`src/rtl/ldb_pkg.sv`:
```
`timescale 1ns/1ps
package ldb_pkg;

  // Window slot indices; the slot a start lands in follows the new level.
  localparam int unsigned WIN_RISE  = 0;
  localparam int unsigned WIN_FALL  = 1;
  localparam int unsigned WIN_COUNT = 2;

  // Default hold-off: 250 ns at a 5 ns clock.
  localparam int unsigned DEF_HOLD_CYCLES = 50;
  localparam int unsigned DEF_SYNC_STAGES = 2;

  // Which window slot a transition to the given level belongs to.
  function automatic int unsigned slot_for_level(input logic lvl);
    return lvl ? WIN_RISE : WIN_FALL;
  endfunction

endpackage

```
`src/rtl/ldb_sync.sv`:
```
`timescale 1ns/1ps
module ldb_sync #(
  parameter int unsigned STAGES    = 2,
  parameter logic        RESET_VAL = 1'b0
) (
  input  logic clk,
  input  logic rst,
  input  logic d_async,
  output logic q_sync
);

  logic [STAGES-1:0] chain_q;

  generate
    genvar s;
    for (s = 0; s < STAGES; s++) begin : g_stage
      if (s == 0) begin : g_first
        always_ff @(posedge clk) begin
          if (rst) chain_q[s] <= RESET_VAL;
          else     chain_q[s] <= d_async;
        end
      end else begin : g_next
        always_ff @(posedge clk) begin
          if (rst) chain_q[s] <= RESET_VAL;
          else     chain_q[s] <= chain_q[s-1];
        end
      end
    end
  endgenerate

  assign q_sync = chain_q[STAGES-1];

  initial begin
    a_stage_count: assert (STAGES >= 2)
      else $error("synchronizer needs at least two stages");
  end

endmodule

```
`src/rtl/ldb_window.sv`:
```
`timescale 1ns/1ps
module ldb_window #(
  parameter int unsigned HOLD_CYCLES = 50
) (
  input  logic clk,
  input  logic rst,
  input  logic load,
  output logic active
);

  localparam int unsigned CW = $clog2(HOLD_CYCLES + 1);
  localparam logic [CW-1:0] LOAD_VAL = CW'(HOLD_CYCLES);

  logic [CW-1:0] cnt_q;

  always_ff @(posedge clk) begin
    if (rst)               cnt_q <= '0;
    else if (load)         cnt_q <= LOAD_VAL;
    else if (cnt_q != '0)  cnt_q <= cnt_q - 1'b1;
  end

  assign active = (cnt_q != '0);

  // a running window counts down by one each cycle
  p_count_down_r5: assert property (@(posedge clk) disable iff (rst)
    (active && !load) |=> (cnt_q == CW'($past(cnt_q) - 1'b1)));

  // a start always reloads the full length
  p_full_load_r5: assert property (@(posedge clk) disable iff (rst)
    load |=> (cnt_q == LOAD_VAL));

  // a window is never restarted while it runs
  p_no_restart_r6: assert property (@(posedge clk) disable iff (rst)
    load |-> !active);

endmodule

```
`src/rtl/ldb_arbiter.sv`:
```
`timescale 1ns/1ps
module ldb_arbiter
  import ldb_pkg::*;
(
  input  logic                 clk,
  input  logic                 rst,
  input  logic                 level,
  input  logic [WIN_COUNT-1:0] win_active,
  output logic [WIN_COUNT-1:0] win_start,
  output logic                 out_q
);

  logic locked;
  logic mismatch;
  logic take;

  assign locked   = |win_active;
  assign mismatch = (level != out_q);
  // A fresh edge and a change hidden by an expired window take the same path.
  assign take     = !locked && mismatch;

  always_comb begin
    win_start = '0;
    if (take) win_start[slot_for_level(level)] = 1'b1;
  end

  always_ff @(posedge clk) begin
    if (rst)       out_q <= 1'b0;
    else if (take) out_q <= level;
  end

  // the output holds while any window runs
  p_hold_while_locked_r4: assert property (@(posedge clk) disable iff (rst)
    locked |=> $stable(out_q));

  // when unlocked, a differing level is followed on the next edge
  p_follow_when_free_r7: assert property (@(posedge clk) disable iff (rst)
    (!locked && mismatch) |=> (out_q == $past(level)));

  // every output change copies the synchronized level (no inversion)
  p_polarity_r8: assert property (@(posedge clk) disable iff (rst)
    !$stable(out_q) |-> (out_q == $past(level)));

endmodule

```
`src/rtl/lockout_debounce.sv`:
```
`timescale 1ns/1ps
module lockout_debounce
  import ldb_pkg::*;
#(
  parameter int unsigned HOLD_CYCLES = DEF_HOLD_CYCLES,
  parameter int unsigned SYNC_STAGES = DEF_SYNC_STAGES
) (
  input  logic clk,
  input  logic rst,
  input  logic raw_in,
  output logic clean_out,
  output logic busy
);

  logic                 level_sync;
  logic [WIN_COUNT-1:0] win_start;
  logic [WIN_COUNT-1:0] win_active;

  ldb_sync #(
    .STAGES    (SYNC_STAGES),
    .RESET_VAL (1'b0)
  ) u_sync (
    .clk     (clk),
    .rst     (rst),
    .d_async (raw_in),
    .q_sync  (level_sync)
  );

  ldb_arbiter u_arb (
    .clk        (clk),
    .rst        (rst),
    .level      (level_sync),
    .win_active (win_active),
    .win_start  (win_start),
    .out_q      (clean_out)
  );

  generate
    genvar w;
    for (w = 0; w < WIN_COUNT; w++) begin : g_win
      ldb_window #(
        .HOLD_CYCLES (HOLD_CYCLES)
      ) u_win (
        .clk    (clk),
        .rst    (rst),
        .load   (win_start[w]),
        .active (win_active[w])
      );
    end
  endgenerate

  assign busy = |win_active;

  // the two windows never overlap
  p_one_window_r6: assert property (@(posedge clk) disable iff (rst)
    !(win_active[WIN_RISE] && win_active[WIN_FALL]));

  // a rising output is accompanied by the rising window
  p_rise_arms_r2: assert property (@(posedge clk) disable iff (rst)
    $rose(clean_out) |-> (win_active[WIN_RISE] && !win_active[WIN_FALL]));

  // a falling output is accompanied by the falling window
  p_fall_arms_r3: assert property (@(posedge clk) disable iff (rst)
    $fell(clean_out) |-> (win_active[WIN_FALL] && !win_active[WIN_RISE]));

  // busy can only rise together with an output change
  p_busy_needs_edge_r5: assert property (@(posedge clk) disable iff (rst)
    $rose(busy) |-> !$stable(clean_out));

  initial begin
    a_hold_nonzero: assert (HOLD_CYCLES >= 1)
      else $error("hold-off length must be at least one cycle");
  end

endmodule

```
`config.mk`:
```
export PLATFORM = sky130hd
export DESIGN_NAME = lockout_debounce
export DESIGN_NICKNAME = d
export VERILOG_FILES = /design/src/rtl/ldb_pkg.sv /design/src/rtl/ldb_sync.sv /design/src/rtl/ldb_window.sv /design/src/rtl/ldb_arbiter.sv /design/src/rtl/lockout_debounce.sv
export SDC_FILE = /design/constraint.sdc
export NUM_CORES = 1
export LEC_CHECK = 0
export BUFFER_PORTS_ARGS = -buffer_cell sky130_fd_sc_hd__buf_2
export CORE_MARGIN = 1
export CORE_UTILIZATION = 56
export DETAILED_ROUTE_END_ITERATION = 7
export PLACE_DENSITY = 0.75
export SYNTH_ARGS = -nofsm -noshare
export SYNTH_HDL_FRONTEND = slang
export SYNTH_HIERARCHICAL = 1
export SYNTH_SLANG_ARGS = --single-unit
```
`constraint.sdc`:
```
create_clock -name clk -period 3.2 [get_ports clk]
set_input_delay 0.32 -clock clk [delete_from_list [all_inputs] [get_ports clk]]
set_output_delay 0.32 -clock clk [all_outputs]
set_load 0.005 [all_outputs]
```
==> out/metrics.json, run 1 <==
{
  "worst_setup_path": {
    "crit-reg2reg-capture": "g_win[0].u_win/cnt_q[1]",
    "worst_r2r_path_depth": 10,
    "cp_data_arrival_time_ps": 2540,
    "slowest_stage": "sky130_fd_sc_hd__dfxtp_1",
    "start_kind": "flop",
    "data_required_time_of_the_critical_path_ps": 3390,
    "worst-path-max-fanout": 6,
    "worst-setup-path-type": "flop to flop",
    "critical-path-top-cell-by-count": "sky130_fd_sc_hd__inv_1",
    "r2r_start": "g_win[1].u_win/cnt_q[0]",
    "critical-path-max-stage-delay_ps": 350,
    "setup.reg_to_reg.worst_slack_ps": 850,
    "critical_path.endpoint_type": "flop",
    "path_cells": "inv_1, ha_1, nand2b_1, nor2_1, inv_1, nor4b_1, buf_4, inv_1, a31o_2, a311oi_1"
  },
  "logic_synthesis": {
    "synth_seq_area_share": 0.400,
    "synth.distinct_cells": 25,
    "mappedNetlistNets": 82,
    "yosys_warnings": 6,
    "postSynthCellCount": 77,
    "post_synth.cell_area_avg_um2": 9.75,
    "syn_area_um2": 751,
    "synth_seq_cells": 15
  },
  "floorplan": {
    "core_um2": 1170,
    "die-width_um": 38.6,
    "die-area_um2": 1490,
    "pin_count": 5,
    "start_util": 0.641,
    "chipHeight_um": 38.6,
    "num_rows": 12
  },
  "hold_path": {
    "timing.hold.worst_path_depth": 2,
    "timing.hold.worst_endpoint": "u_sync/chain_q[0]",
    "hp-start": "raw_in",
    "holdCritPathClass": "input port to flop"
  },
  "global_routing": {
    "grt-ovfl-total": 0,
    "grt_antenna_before_repair": 0,
    "grt_first_pass_wirelength_mm": 2.29,
    "maximum_number_of_pins_on_one_net_before_global_route_repair": 16,
    "gr-usage-all-layers": 0.235,
    "first_global_vias": 514
  },
  "power": {
    "totalPowerFinal_mw": 0.861,
    "power.leakage_nw": 0.302,
    "vdd_drop_max_v": 0.000608,
    "power-per-cell-area_nw_per_um2": 1050
  },
  "finish": {
    "syn_to_final_growth_pct": 9.17,
    "finalNetCount": 91,
    "drive_gt1_frac": 0.176,
    "insertedDiodeCount": 0
  },
  "sta": {
    "slew_viol_final": 0,
    "fmax_mhz": 426,
    "layout_worst_path_cycle_share": 0.734,
    "setup_violations": 0,
    "rsz0062_at_grt": "false",
    "setup-tns-final_ps": 0,
    "worst_slew_pin_slew_ps": 299,
    "worst_hold_slack_ps": 253,
    "relSlewSlack": 0.798,
    "final_critical_path_setup_slack_ps": 852,
    "clock_skew_ps": 1.35,
    "hold_viol": 0,
    "period_needed_ps": 2350
  },
  "detailed_routing": {
    "detail_route.first_pass.iterations": 4,
    "final_antenna_net_count": 0,
    "remaining_drc_errors": 0,
    "initialDrtViolationCount": 25,
    "totalWireLength_mm": 1.38,
    "vias": 609,
    "viasPerCell": 6.15,
    "route.detailed.wl_per_inst_um": 13.9
  },
  "placement": {
    "post-place-ws_ps": 882,
    "buffer_ports.inserted": 4,
    "place_congestion": 0.798,
    "dp_hpwl_mm": 1.06
  },
  "clocking": {
    "cts_hold_buffers": 0,
    "cts-root-to-sink-buffers": 2,
    "tritoncts_clock_tree": "yes",
    "numCtsBuffers": 3,
    "post_cts_buffers": 0,
    "cts.clk_slew.worst_paths_ps": 80,
    "cts.root.buffer_cell": "sky130_fd_sc_hd__clkbuf_4",
    "cts_sinks": 15,
    "htreeDepth": 1,
    "clock_insertion_delay_worst_skew_ps": 270,
    "cts_resized": 0
  },
  "job": {
    "max_cap_viol_count": 0
  },
  "run_status": {
    "run_status": "finished clean"
  }
}
-- worst max-delay path by stage --
stage | from | end | cells after the start | slack (ps)
finish | g_win[1].u_win/cnt_q[0] | g_win[0].u_win/cnt_q[1] | 10 | 850
global route | g_win[1].u_win/cnt_q[0] | g_win[0].u_win/cnt_q[1] | 10 | 620
CTS | g_win[1].u_win/cnt_q[0] | g_win[0].u_win/cnt_q[1] | 10 | 850
detailed placement | g_win[1].u_win/cnt_q[0] | g_win[0].u_win/cnt_q[1] | 10 | 880
global placement | g_win[1].u_win/cnt_q[0] | g_win[1].u_win/cnt_q[1] | 10 | 970
floorplan | g_win[1].u_win/cnt_q[4] | g_win[1].u_win/cnt_q[1] | 8 | 790
-- routing by layer --
metal,vias up,wire [um],track usage
met5,-,0,0
met4,0,11,0.103
met3,2,53,0.0694
met2,15,628,0.354
met1,281,685,0.308
li1,311,-,-
-- power by group --
part / total (mW) / switching (mW) / internal (mW)
Combinational: 0.452 / 0.251 / 0.202
Clock: 0.104 / 0.0559 / 0.0483
Sequential: 0.304 / 0.0564 / 0.248
-- Yosys cell counts --
master                     count  area (um^2)
sky130_fd_sc_hd__nor4b_2       2         30.0
sky130_fd_sc_hd__a31o_2        2         17.5
sky130_fd_sc_hd__nand4b_4      2         47.6
sky130_fd_sc_hd__xnor2_1       4         35.0
sky130_fd_sc_hd__or2_1         1         6.26
sky130_fd_sc_hd__a31oi_1       2         12.5
sky130_fd_sc_hd__o21ai_0       1         5.00
sky130_fd_sc_hd__dfxtp_1      15          300
sky130_fd_sc_hd__a211oi_1      2         15.0
sky130_fd_sc_hd__o31ai_1       2         15.0
sky130_fd_sc_hd__nand2b_1      2         12.5
sky130_fd_sc_hd__buf_2         2         10.0
sky130_fd_sc_hd__or3b_1        1         8.76
sky130_fd_sc_hd__nor3_1        4         20.0
sky130_fd_sc_hd__nor4b_1       2         17.5
sky130_fd_sc_hd__a21oi_1       1         5.00
sky130_fd_sc_hd__nor4_1        6         37.5
sky130_fd_sc_hd__nor2b_1       2         12.5
sky130_fd_sc_hd__ha_1          2         25.0
sky130_fd_sc_hd__inv_1         8         30.0
sky130_fd_sc_hd__nor2_1        4         15.0
sky130_fd_sc_hd__o21ai_1       2         10.0
sky130_fd_sc_hd__a311oi_1      4         35.0
sky130_fd_sc_hd__nor3b_1       2         15.0
sky130_fd_sc_hd__or3_1         2         12.5
-- critical path, delay by kind of cell, from the launching register on --
family	cells	cell delay (ps)
DFF	1	350
and+or+nand+nor	3	720
adders and majority gates	1	260
buffers and inverters	4	550
AOI/OAI and AO/OA	2	380
-- cells by family after synthesis --
family	after synthesis	share of synthesized area
buffers and inverters	10	0.0533
adders and majority gates	2	0.0333
xor gates and xnor gates	4	0.0467
and+or+nand+nor	30	0.313
DFF	15	0.400
AOI/OAI and AO/OA	16	0.153
-- registers in the layout, indices dropped and copies added (netlist names) --
name               count
u_arb/out_q            1
g_win.u_win/cnt_q     12
u_sync/chain_q         1
u_sync/q_sync          1
-- cell usage in the layout (no fill, tap or decap), types with 3 or more instances in the layout --
cell	Yosys	final
sky130_fd_sc_hd__inv_1	8	8
sky130_fd_sc_hd__buf_2	2	4
sky130_fd_sc_hd__xnor2_1	4	4
sky130_fd_sc_hd__dfxtp_1	15	15
sky130_fd_sc_hd__nor3_1	4	4
sky130_fd_sc_hd__nor2_1	4	4
sky130_fd_sc_hd__clkbuf_4	0	3
sky130_fd_sc_hd__nor4_1	6	6
sky130_fd_sc_hd__a311oi_1	4	4
-- area by class of cell --
cell class | instances | area, um^2
Multi-Input combinational cell | 52 | 410
Fill cell | 92 | 352
Sequential cell | 15 | 300
Timing Repair Buffer | 6 | 35.0
Inverter | 8 | 30.0
Clock buffer | 4 | 26.3
Tap cell | 14 | 17.5
-- through the flow --
step / instance area (um^2) / utilization / cells
floorplan: 751 / - / 77
global placement: 793 / 0.677 / 95
detailed placement: 793 / 0.677 / 95
CTS: 820 / 0.700 / 99
global route: 820 / 0.700 / 99
finish: 820 / 0.700 / 99
No activity file was read; power rests on OpenSTA's default activity.
==> run 2, diff against run 1 <==
Clock period 3.2 ns to 2.2 ns, I/O delays scaled along.
==> out/metrics.json, run 2 (same netlist as run 1, synthesis figures left out) <==
{
  "finish": {
    "syn_to_final_growth_pct": 20.2,
    "most-common-layout-cells": "sky130_fd_sc_hd__dfxtp_1 (15), sky130_fd_sc_hd__buf_4 (11), sky130_fd_sc_hd__inv_1 (8)",
    "insertedDiodeCount": 0,
    "finalNetCount": 100,
    "drive_gt1_frac": 0.287,
    "largest_register": "g_win.u_win/cnt_q",
    "final_common_cell": "sky130_fd_sc_hd__dfxtp_1",
    "post_layout_nonfiller_instances": 108,
    "largest_register_ff_count": 12,
    "num-fill-cells": 78,
    "final_design_area_no_fill_um2": 902
  },
  "detailed_routing": {
    "viasPerCell": 6.07,
    "route.detailed.wl_per_inst_um": 14.2,
    "totalWireLength_mm": 1.54,
    "initialDrtViolationCount": 24,
    "vias": 656,
    "final_antenna_net_count": 0,
    "remaining_drc_errors": 0,
    "detail_route.first_pass.iterations": 4
  },
  "floorplan": {
    "core_um2": 1170,
    "chipHeight_um": 38.6,
    "die-width_um": 38.6,
    "pin_count": 5,
    "num_rows": 12,
    "start_util": 0.641,
    "die-area_um2": 1490
  },
  "worst_setup_path": {
    "worst-setup-path-type": "flop to flop",
    "cp_data_arrival_time_ps": 2200,
    "worst-path-max-fanout": 5,
    "path_cells": "inv_1, ha_1, nand2b_1, nor2_2, inv_1, nor4b_2, inv_1, buf_4, a311oi_1",
    "critical-path-top-cell-by-count": "sky130_fd_sc_hd__inv_1",
    "critical-path-max-stage-delay_ps": 350,
    "data_required_time_of_the_critical_path_ps": 2380,
    "critical_path.endpoint_type": "flop",
    "slowest_stage": "sky130_fd_sc_hd__dfxtp_1",
    "start_kind": "flop"
  },
  "global_routing": {
    "grt_antenna_before_repair": 0,
    "gr-usage-all-layers": 0.247,
    "grt-ovfl-total": 0,
    "maximum_number_of_pins_on_one_net_before_global_route_repair": 16,
    "grt_first_pass_wirelength_mm": 2.38,
    "first_global_vias": 559
  },
  "clocking": {
    "htreeDepth": 1,
    "cts_hold_buffers": 0,
    "cts.root.buffer_cell": "sky130_fd_sc_hd__clkbuf_4",
    "post_cts_buffers": 0,
    "cts_resized": 0,
    "numCtsBuffers": 3,
    "tritoncts_clock_tree": "yes",
    "cts.clk_slew.worst_paths_ps": 80,
    "cts-root-to-sink-buffers": 2,
    "cts_sinks": 15,
    "clock_insertion_delay_worst_skew_ps": 280
  },
  "sta": {
    "relSlewSlack": 0.807,
    "worst_slew_pin_slew_ps": 287,
    "clock_skew_ps": 8.86,
    "slew_viol_final": 0,
    "fmax_mhz": 495,
    "hold_viol": 0,
    "layout_worst_path_cycle_share": 0.918,
    "period_needed_ps": 2020,
    "setup_violations": 0
  },
  "run_status": {
    "run_status": "finished clean"
  },
  "job": {
    "max_cap_viol_count": 0
  },
  "hold_path": {
    "holdCritPathClass": "input port to flop"
  },
  "power": {
    "power.leakage_nw": 0.346,
    "vdd_drop_max_v": 0.00101,
    "power-per-cell-area_nw_per_um2": 1550
  },
  "placement": {
    "placedInstanceArea_um2": 861,
    "dp_hpwl_mm": 1.15,
    "placed_cells": 104,
    "place_congestion": 0.855,
    "buffer_ports.inserted": 4
  }
}
[run 2: changes by cell type in the layout (fill, tap and decap cells not counted)]
cell	delta
sky130_fd_sc_hd__nor4b_2	+2
sky130_fd_sc_hd__buf_4	+9
sky130_fd_sc_hd__nor2_1	-1
sky130_fd_sc_hd__nor4b_1	-2
sky130_fd_sc_hd__nor2_2	+1
[run 2: metrics by stage]
step | total power, mW | hold slack (ps) | util | setup WS [ps] | TNS [ps]
global route | 1.51 | 155 | 0.770 | -0.733 | -0.733
floorplan | 0.988 | 289 | - | -213 | -569
detailed placement | 1.22 | 450 | 0.735 | 146 | 0
global placement | 1.20 | 422 | 0.735 | 183 | 0
CTS | 1.38 | 171 | 0.757 | 106 | 0
finish | 1.40 | 177 | 0.770 | 181 | 0
[run 2: final cells by class]
class,instances,area (um^2),share of cell area
repair buffers,15,103,0.114
flip-flops and latches,15,300,0.333
well taps,14,17.5,0.0194
clock buffers,4,26.3,0.0291
multi-input cells,52,425,0.472
inverters,8,30.0,0.0333
[run 2: per-layer routing]
layer	part of all wire	up-vias	GRT usage
met5	0	-	0
met4	0.0072	0	0.103
met3	0.067	2	0.121
met2	0.42	20	0.342
met1	0.50	308	0.321
li1	-	326	-
[run 2: path summary, 6_finish.rpt]
kind | from | to | slack (ps) | depth (start not counted)
worst max-delay path | g_win[0].u_win/cnt_q[1] | g_win[1].u_win/cnt_q[4] | 180 | 9
worst min register to register | u_sync/chain_q[0] | u_sync/q_sync | 460 | 1
worst max register to register | g_win[0].u_win/cnt_q[1] | g_win[1].u_win/cnt_q[4] | 180 | 9
worst min-delay path | raw_in | u_sync/chain_q[0] | 180 | 2
[run 2: critical path: cells and delay by family, from the launching register on]
family,cells,cell delay (ps)
compound gates,1,240
flops,1,350
buf+inv,4,530
simple gates,3,550
fa+ha+maj,1,250
[run 2: power breakdown]
part           leakage [nW]  internal [mW]  switching, mW  total (mW)
logic                 0.207          0.394          0.416       0.810
clock network        0.0150         0.0703         0.0778       0.148
registers             0.124          0.361         0.0803       0.441
total                 0.346          0.825          0.574        1.40
==> run 3, diff against run 2 <==
Settings changed: CELL_PAD_IN_SITES_DETAIL_PLACEMENT set to 0, CELL_PAD_IN_SITES_GLOBAL_PLACEMENT set to 1, CORE_UTILIZATION 56 to 44, PLACE_DENSITY 0.75 to unset, PLACE_DENSITY_LB_ADDON set to 0.1.
==> out/metrics.json, run 3 (same netlist as run 1, synthesis figures left out) <==
{
  "detailed_routing": {
    "route.detailed.wl_per_inst_um": 13.2,
    "vias": 612,
    "detail_route.first_pass.iterations": 4,
    "initialDrtViolationCount": 13,
    "viasPerCell": 5.61,
    "remaining_drc_errors": 0,
    "final_antenna_net_count": 0,
    "totalWireLength_mm": 1.44
  },
  "sta": {
    "worst_slew_pin_slew_ps": 292,
    "clock_skew_ps": 3.42,
    "setup-tns-final_ps": 0,
    "fmax_mhz": 504,
    "relSlewSlack": 0.805,
    "slew_viol_final": 0,
    "period_needed_ps": 1980,
    "setup_violations": 0,
    "layout_worst_path_cycle_share": 0.902,
    "rsz0062_at_grt": "false",
    "hold_viol": 0
  },
  "global_routing": {
    "first_global_vias": 541,
    "maximum_number_of_pins_on_one_net_before_global_route_repair": 16,
    "gr-usage-all-layers": 0.186,
    "grt_antenna_before_repair": 0,
    "grt_first_pass_wirelength_mm": 2.55,
    "grt-ovfl-total": 0
  },
  "clocking": {
    "tritoncts_clock_tree": "yes",
    "clock_insertion_delay_worst_skew_ps": 280,
    "numCtsBuffers": 3,
    "cts-root-to-sink-buffers": 2,
    "cts.clk_slew.worst_paths_ps": 90,
    "post_cts_buffers": 0,
    "cts_sinks": 15,
    "cts.root.buffer_cell": "sky130_fd_sc_hd__clkbuf_4",
    "htreeDepth": 1,
    "cts_hold_buffers": 0
  },
  "power": {
    "switching_power_as_a_share_of_total_power": 0.405,
    "vdd_drop_max_v": 0.000768,
    "pwr-share-seq": 0.317,
    "p_int_mw": 0.826,
    "power.leakage_nw": 0.344,
    "clockPowerShare": 0.110,
    "power_switching_mw": 0.562,
    "power-per-cell-area_nw_per_um2": 1550,
    "p_comb_frac": 0.572
  },
  "finish": {
    "most-common-layout-cells": "sky130_fd_sc_hd__dfxtp_1 (15), sky130_fd_sc_hd__buf_4 (10), sky130_fd_sc_hd__inv_1 (8)",
    "syn_to_final_growth_pct": 19.3,
    "largest_register": "g_win.u_win/cnt_q",
    "post_layout_nonfiller_instances": 109,
    "num-fill-cells": 144,
    "final_design_area_no_fill_um2": 896,
    "drive_gt1_frac": 0.280,
    "multi_input_area_um2": 423,
    "insertedDiodeCount": 0,
    "largest_register_ff_count": 12,
    "finalNetCount": 99,
    "ff_latch_area_um2": 300,
    "final_common_cell": "sky130_fd_sc_hd__dfxtp_1"
  },
  "floorplan": {
    "die-area_um2": 1880,
    "chipHeight_um": 43.3,
    "pin_count": 5,
    "num_rows": 14,
    "die-width_um": 43.3,
    "start_util": 0.487,
    "core_um2": 1540
  },
  "worst_setup_path": {
    "critical_path.endpoint_type": "flop",
    "start_kind": "flop",
    "data_required_time_of_the_critical_path_ps": 2390,
    "cp_data_arrival_time_ps": 2170,
    "worst-setup-path-type": "flop to flop",
    "worst-path-max-fanout": 5
  },
  "placement": {
    "dp_hpwl_mm": 1.09,
    "placed_cells": 105,
    "buffer_ports.inserted": 4,
    "place_congestion": 0.791,
    "placedInstanceArea_um2": 856
  },
  "run_status": {
    "run_status": "finished clean"
  },
  "hold_path": {
    "holdCritPathClass": "input port to flop"
  },
  "job": {
    "max_cap_viol_count": 0
  }
}
run 3: cell count changes in the layout (fill, tap and decap cells not counted):
cell	delta
sky130_fd_sc_hd__nor2_2	-1
sky130_fd_sc_hd__clkbuf_1	-1
sky130_fd_sc_hd__clkinv_2	+1
sky130_fd_sc_hd__buf_4	-1
sky130_fd_sc_hd__nor2_1	+1
run 3: metrics by stage:
step                hold WS, ps  utilization  total power, mW  setup slack (ps)
CTS                         137        0.573             1.38              81.4
global placement            424        0.555             1.22               133
detailed placement          432        0.555             1.22               148
floorplan                   289            -            0.988              -213
global route                126        0.581             1.52              6.44
finish                      143        0.581             1.39               216
run 3: area by class of cell:
cell class	count	share of cell area
Tap cell	16	0.0223
Clock buffer	3	0.0251
Multi-Input combinational cell	52	0.472
Clock inverter	1	0.00559
Sequential cell	15	0.335
Inverter	8	0.0335
Timing Repair Buffer	14	0.106
run 3: routing by layer:
layer	vias up	wire, um	GRT usage
met5	-	0	0
met4	0	17	0.0848
met3	2	26	0.0681
met2	6	577	0.233
met1	279	815	0.278
li1	325	-	-
run 3: repair_timing:
action | 4_1_cts | 5_1_grt
resized for setup | 0 | 2
endpoints found under the setup margin | 0 | 3
endpoints found under the hold margin | 0 | 0
run 3: path summary, 6_finish.rpt:
kind / start / to / slack [ps] / cells past startpoint
max: g_win[0].u_win/cnt_q[1] / g_win[0].u_win/cnt_q[1] / 220 / 9
min: raw_in / u_sync/chain_q[0] / 140 / 2
max reg2reg: g_win[0].u_win/cnt_q[1] / g_win[0].u_win/cnt_q[1] / 220 / 9
min reg2reg: u_sync/chain_q[0] / u_sync/q_sync / 450 / 1
run 3: power by group through the flow:
stage | sequential (mW) | combinational (mW) | clock (mW)
2_1_floorplan | 0.428 | 0.560 | 0
3_3_place_gp | 0.447 | 0.770 | 0
3_5_place_dp | 0.446 | 0.778 | 0
4_1_cts | 0.440 | 0.783 | 0.161
5_1_grt | 0.453 | 0.887 | 0.177
6_report | 0.441 | 0.795 | 0.153
run 3: critical path: stages, from the launching register on:
cell	delay, ps
sky130_fd_sc_hd__dfxtp_1	340
sky130_fd_sc_hd__inv_1	120
sky130_fd_sc_hd__ha_1	230
sky130_fd_sc_hd__nand2b_1	90
sky130_fd_sc_hd__nor2_1	180
sky130_fd_sc_hd__inv_1	130
sky130_fd_sc_hd__nor4b_2	270
sky130_fd_sc_hd__inv_1	130
sky130_fd_sc_hd__a31o_2	210
sky130_fd_sc_hd__a311oi_1	200
